File: config.mk
export PLATFORM = sky130hd
export DESIGN_NAME = dmaStrobeGen
export DESIGN_NICKNAME = d
export VERILOG_FILES = /design/src/rtl/dmaStrobePkg.sv /design/src/rtl/dmaStrobeCtl.sv /design/src/rtl/dmaStrobeDp.sv /design/src/rtl/dmaStrobeGen.sv
export SDC_FILE = /design/constraint.sdc
export NUM_CORES = 1
export LEC_CHECK = 0
export ABC_CLOCK_PERIOD_IN_PS = 1900
export BUFFER_PORTS_ARGS = -buffer_cell sky130_fd_sc_hd__buf_2
export CAP_MARGIN = 30
export CELL_PAD_IN_SITES_DETAIL_PLACEMENT = 0
export CELL_PAD_IN_SITES_GLOBAL_PLACEMENT = 2
export CORE_UTILIZATION = 25
export DETAILED_ROUTE_END_ITERATION = 10
export PLACE_DENSITY_LB_ADDON = 0.1
export SETUP_SLACK_MARGIN = 0.5
export SYNTH_ARGS = -nofsm -noshare
export SYNTH_HDL_FRONTEND = slang
export SYNTH_SLANG_ARGS = --single-unit
File: constraint.sdc
create_clock -name clk -period 1.9 [get_ports clk]
set_clock_uncertainty 0.1 [all_clocks]
set_input_delay 0.095 -clock clk [delete_from_list [all_inputs] [get_ports clk]]
set_output_delay 0.095 -clock clk [all_outputs]
set_load 0.005 [all_outputs]
File: src/rtl/dmaStrobePkg.sv
package dmaStrobePkg;
  typedef struct packed {
    logic capture;   // accept a start, latch settings, assert strobes
    logic memrLate;  // first DMA clock of the command
    logic finish;    // release all strobes
  } ctlStrobe_t;

  typedef enum logic [1:0] {ST_IDLE, ST_ACTIVE, ST_DONE} xferState_t;
endpackage

File: src/rtl/dmaStrobeCtl.sv
module dmaStrobeCtl
  import dmaStrobePkg::*;
#(
  parameter int CNT_W = 3
) (
  input  logic             clk,
  input  logic             rstN,
  input  logic             start,
  input  logic             readyIn,
  input  logic [CNT_W-1:0] lowLen,
  input  logic             fastClk,
  output ctlStrobe_t       strb
);
  localparam logic [CNT_W-1:0] ONE = CNT_W'(1);

  xferState_t       state;
  logic             phase;
  logic [CNT_W-1:0] cnt;
  logic             tick;
  logic             lastTick;

  // DMA clock enable: every bus clock in fast mode, every second otherwise
  assign tick     = (state == ST_ACTIVE) && (fastClk || phase);
  assign lastTick = tick && (cnt == lowLen - ONE);

  assign strb.capture  = (state == ST_IDLE) && start;
  assign strb.memrLate = tick && (cnt == '0);
  assign strb.finish   = lastTick && readyIn;

  always_ff @(posedge clk) begin
    if (!rstN) begin
      state <= ST_IDLE;
      phase <= 1'b0;
      cnt   <= '0;
    end else begin
      unique case (state)
        ST_IDLE: begin
          if (strb.capture) begin
            state <= ST_ACTIVE;
            phase <= 1'b0;   // divider restarts with the transfer
            cnt   <= '0;
          end
        end
        ST_ACTIVE: begin
          phase <= ~phase;
          if (tick && !lastTick) cnt <= cnt + ONE;
          if (strb.finish) state <= ST_DONE;
        end
        ST_DONE: state <= ST_IDLE;
        default: state <= ST_IDLE;
      endcase
    end
  end
endmodule

File: src/rtl/dmaStrobeDp.sv
module dmaStrobeDp
  import dmaStrobePkg::*;
#(
  parameter int WAIT_W = 2,
  parameter int CNT_W  = WAIT_W + 1
) (
  input  logic                clk,
  input  logic                rstN,
  input  logic                cfgWe,
  input  logic [2*WAIT_W+1:0] cfgIn,
  input  logic                dirToMem,
  input  logic                is16,
  input  ctlStrobe_t          strb,
  output logic [CNT_W-1:0]    lowLen,
  output logic                fastClk,
  output logic                iorN,
  output logic                iowN,
  output logic                memrN,
  output logic                memwN,
  output logic                done
);
  localparam int CFG_W = 2*WAIT_W + 2;
  localparam logic [CNT_W-1:0] BASE_LEN = CNT_W'(2);

  logic [CFG_W-1:0]  cfgReg;
  logic [WAIT_W-1:0] waitSel;
  logic              dirQ;

  // field layout: [0] fast clock, [1] memr no-delay, then 8-bit, then 16-bit
  assign waitSel = is16 ? cfgReg[CFG_W-1 -: WAIT_W] : cfgReg[2 +: WAIT_W];

  always_ff @(posedge clk) begin
    if (!rstN) cfgReg <= '0;
    else if (cfgWe) cfgReg <= cfgIn;
  end

  always_ff @(posedge clk) begin
    if (!rstN) begin
      lowLen  <= BASE_LEN;
      fastClk <= 1'b0;
      dirQ    <= 1'b0;
      iorN    <= 1'b1;
      iowN    <= 1'b1;
      memrN   <= 1'b1;
      memwN   <= 1'b1;
      done    <= 1'b0;
    end else begin
      done <= 1'b0;
      if (strb.capture) begin
        lowLen  <= CNT_W'(waitSel) + BASE_LEN;
        fastClk <= cfgReg[0];
        dirQ    <= dirToMem;
        if (dirToMem) begin
          iorN  <= 1'b0;
          memwN <= 1'b0;
        end else begin
          iowN  <= 1'b0;
          memrN <= ~cfgReg[1];
        end
      end
      if (strb.memrLate && !dirQ) memrN <= 1'b0;
      if (strb.finish) begin
        iorN  <= 1'b1;
        iowN  <= 1'b1;
        memrN <= 1'b1;
        memwN <= 1'b1;
        done  <= 1'b1;
      end
    end
  end
endmodule

File: src/rtl/dmaStrobeGen.sv
module dmaStrobeGen
  import dmaStrobePkg::*;
#(
  parameter int WAIT_W = 2
) (
  input  logic                clk,
  input  logic                rstN,
  input  logic                cfgWe,
  input  logic [2*WAIT_W+1:0] cfgIn,
  input  logic                start,
  input  logic                dirToMem,
  input  logic                is16,
  input  logic                readyIn,
  output logic                iorN,
  output logic                iowN,
  output logic                memrN,
  output logic                memwN,
  output logic                done
);
  localparam int CNT_W = WAIT_W + 1;

  ctlStrobe_t       strb;
  logic [CNT_W-1:0] lowLen;
  logic             fastClk;

  dmaStrobeCtl #(.CNT_W(CNT_W)) u_ctl (
    .clk(clk), .rstN(rstN), .start(start), .readyIn(readyIn),
    .lowLen(lowLen), .fastClk(fastClk), .strb(strb)
  );

  dmaStrobeDp #(.WAIT_W(WAIT_W), .CNT_W(CNT_W)) u_dp (
    .clk(clk), .rstN(rstN), .cfgWe(cfgWe), .cfgIn(cfgIn),
    .dirToMem(dirToMem), .is16(is16), .strb(strb),
    .lowLen(lowLen), .fastClk(fastClk),
    .iorN(iorN), .iowN(iowN), .memrN(memrN), .memwN(memwN), .done(done)
  );
endmodule

==> results.sh <==
export IMPL_synth_seq_cells=21
export IMPL_rows=21
export IMPL_crit_fanout=4
export IMPL_clock_sinks=21
export IMPL_min_period_over_period_pct=86.67
export IMPL_clock_fmax_ghz=0.6073
export IMPL_pwr_share_seq_pct=57.0
export IMPL_synthesis_area_per_instance_um2=9.549
export IMPL_hp_class="primary input to register"
export IMPL_tns_ns=0
export IMPL_ant_nets=0
export IMPL_cp_arrival_ns=1.73
export IMPL_worstSetupStartpoint="u_dp.lowLen[1]$_SDFFE_PN1P_"
export IMPL_fp_dieH_um=62.24
export IMPL_track_usage_pct=10.45
export IMPL_drv_cap=0
export IMPL_path_class="register to register"
export IMPL_leakage_nw=0.5224
export IMPL_max_stage_delay_ns=0.38
export IMPL_min_period_ns=1.647
export IMPL_yosysUniqueCellTypes=27
export IMPL_drive_above_1_share_pct=31.20
export IMPL_setup_viol_count_final=0
export IMPL_vias=711
export IMPL_p_sw_mw=0.2190
export IMPL_grt_ovfl_total=0
export IMPL_dr_pass1_iters=4
export IMPL_finalPower_mw=0.8379
export IMPL_internal_power_mw=0.6189
export IMPL_place_gp_congestion=0.6970
export IMPL_num_nets_final=142
export IMPL_wl_mm=1.860
export IMPL_core_um2=3416
export IMPL_hold_viol=0
export IMPL_tritoncts="yes"
export IMPL_cts_htree_levels=1
export IMPL_worstRegToRegCells=6
export IMPL_worst_pin_slew_ns=0.5250
export IMPL_grt_pass1_vias=644
export IMPL_slowest_stage="a311oi_4"
export IMPL_die_x_um=62.24
export IMPL_clk_pin_slew_ns=0.12
export IMPL_syn_num_nets=111
export IMPL_peakVddDrop_mv=0.2232
export IMPL_critPathRequiredTime_ns=1.99
export IMPL_drc=0
export IMPL_clock_power_share_pct=25.9
export IMPL_reg2reg_from="u_dp.lowLen[1]$_SDFFE_PN1P_"
export IMPL_worstSetupStartpointType="register"
export IMPL_antenna_found_initial=0
export IMPL_clockBufferDepth=2
export IMPL_status="finished, final reports clean"
export IMPL_grt_start_max_net_pins=17
export IMPL_ys_seq_area_share_pct=46.34
export IMPL_layout_commonest_cell="nor2_1"
export IMPL_cts_buffers=3
export IMPL_vias_per_cell=4.158
export IMPL_mostFrequentLayoutCells="nor2_1 (19), buf_2 (17), dfxtp_1 (17)"
export IMPL_multiInputGateArea_um2=480.5
export IMPL_die_area_um2=3873
export IMPL_grt_pass1_wl_mm=3.063
export IMPL_synth_cells=95
export IMPL_slew_viol_final=0
export IMPL_switching_share_pct=26.13
export IMPL_drtIter0Drc=10
export IMPL_io_pins=18
export IMPL_hold_depth=3
export IMPL_final_core_util_pct=35.75
export IMPL_numPortBuffers=17
export IMPL_dp_final_hpwl_mm=1.338
export IMPL_start_util_pct=26.56
export IMPL_cts_root_buffer="clkbuf_4"
export IMPL_filler_cell_count=376
export IMPL_seq_area_um2=425.4
export IMPL_antenna_cells=0
export IMPL_power_density_nw_per_um2=686.1
export IMPL_clk_latency_ns=0.30
export IMPL_end_kind="register"
export IMPL_power_frac_comb_pct=17.1
export IMPL_rsz0062_at_grt="true"
export IMPL_slew_headroom_pct=64.96
export IMPL_ys_warn_count=0
export IMPL_path_cells="inv_2 -> ha_4 -> xor2_2 -> a311oi_4 -> mux2i_1 -> nor2_1"
export IMPL_syn_cell_area_um2=907.1
export IMPL_area_growth_pct=34.62
export IMPL_wl_per_cell_um=10.88
export IMPL_hold_start="cfgWe"
[per-stage QoR]
| step | worst slack, ns | instance area [um^2] | hold slack, ns | cells |
|---|---|---|---|---|
| 6_report | 0.2533 | 1221 | 0.07601 | 171 |
| 4_1_cts | 0.2409 | 1209 | -0.05203 | 170 |
| 3_3_place_gp | 0.2511 | 1062 | 0.2259 | 155 |
| 3_5_place_dp | 0.2452 | 1062 | 0.2364 | 155 |
| 2_1_floorplan | 0.3196 | 930.9 | 0.1305 | 95 |
| 5_1_grt | 0.1699 | 1221 | 0.07325 | 171 |
[cell usage after synthesis, drive strengths merged]
master | number | share of area (%)
dfxtp | 21 | 46
nor2 | 19 | 7.9
mux2i | 8 | 8.8
inv | 6 | 2.5
a21oi | 4 | 2.2
nand2 | 4 | 1.7
nand3 | 4 | 2.2
a21o | 3 | 2.5
clkbuf | 3 | 1.2
ha | 3 | 4.1
o21ai | 3 | 1.7
xor2 | 2 | 1.9
a211o | 1 | 0.97
a211oi | 1 | 0.83
a311oi | 1 | 2.9
a31o | 1 | 0.97
and3 | 1 | 0.69
buf | 1 | 0.83
mux2 | 1 | 1.2
nand2b | 1 | 0.69
nor3b | 1 | 0.83
o21bai | 1 | 0.83
o31ai | 1 | 0.83
o41ai | 1 | 0.97
or2b | 1 | 0.97
or3b | 1 | 0.97
xnor3 | 1 | 2.5
[worst paths after layout]
kind                                      end  slack [ns]
setup reg to reg    u_ctl.cnt[0]$_SDFFE_PN0P_        0.25
hold / removal    u_dp.cfgReg[0]$_SDFFE_PN0P_        0.08
hold reg to reg        u_dp.dirQ$_SDFFE_PN0P_        0.37
setup / recovery    u_ctl.cnt[0]$_SDFFE_PN0P_        0.25
[final cells by class]
| cell class | instances | share of cell area, % |
|---|---|---|
| clock inverter | 1 | 0.4098 |
| clock buffer | 3 | 1.844 |
| inverter | 6 | 1.844 |
| multi-input combinational | 64 | 39.34 |
| tap | 46 | 4.713 |
| timing repair buffer | 30 | 17.01 |
| sequential | 21 | 34.84 |
[layer usage]
layer	global-route usage, %	wire length [um]	vias up
met2	14.70	799	9
met4	5.233	15	0
li1	-	-	384
met1	14.90	991	316
met3	2.206	54	2
met5	0	0	-
[kinds of logic (layout without fill, tap and decap cells)]
group | count (synthesis) | after routing | synth area share (%)
AO/OA/AOI/OAI | 17 | 17 | 14.62
adder cells (fa/ha/maj) | 3 | 3 | 4.138
multiplexers | 9 | 9 | 10.07
XOR/XNOR | 3 | 3 | 4.414
buffers and inverters | 10 | 40 | 4.552
flip-flops | 21 | 21 | 46.34
AND/OR/NAND/NOR | 32 | 32 | 15.86
[sequential cells by signal, summed over array words and instances (netlist names)]
register / count
u_ctl.cnt: 3
u_ctl.phase: 1
u_ctl.state: 2
u_dp.cfgReg: 6
u_dp.dirQ: 1
u_dp.done: 1
u_dp.fastClk: 1
u_dp.iowN: 1
u_dp.lowLen: 3
u_dp.memrN: 1
u_dp.memwN: 1
[critical path, delay by kind of cell (launching register included)]
family / cells / cell delay, ns
XOR/XNOR: 1 / 0.15
flip-flops: 1 / 0.35
buffers and inverters: 1 / 0.04
AO/OA/AOI/OAI: 1 / 0.38
AND/OR/NAND/NOR: 1 / 0.05
multiplexers: 1 / 0.22
adder cells (fa/ha/maj): 1 / 0.23
[power groups by stage]
stage | Sequential, mW | Clock (mW) | Combinational, mW
after floorplan | 0.486 | 0 | 0.0876
after global placement | 0.487 | 0 | 0.123
after detailed placement | 0.488 | 0 | 0.123
after CTS | 0.478 | 0.237 | 0.144
after global routing | 0.481 | 0.255 | 0.162
final | 0.477 | 0.217 | 0.144
[what timing repair did]
item / in CTS / in global routing
pin swaps: 4 / 1
endpoints found under the hold margin: 13 / 2
setup buffers: 2 / 0
hold buffers: 9 / 1
resized for setup: 4 / 1
setup endpoints to repair: 10 / 10
No activity file was read; power rests on OpenSTA's default activity.
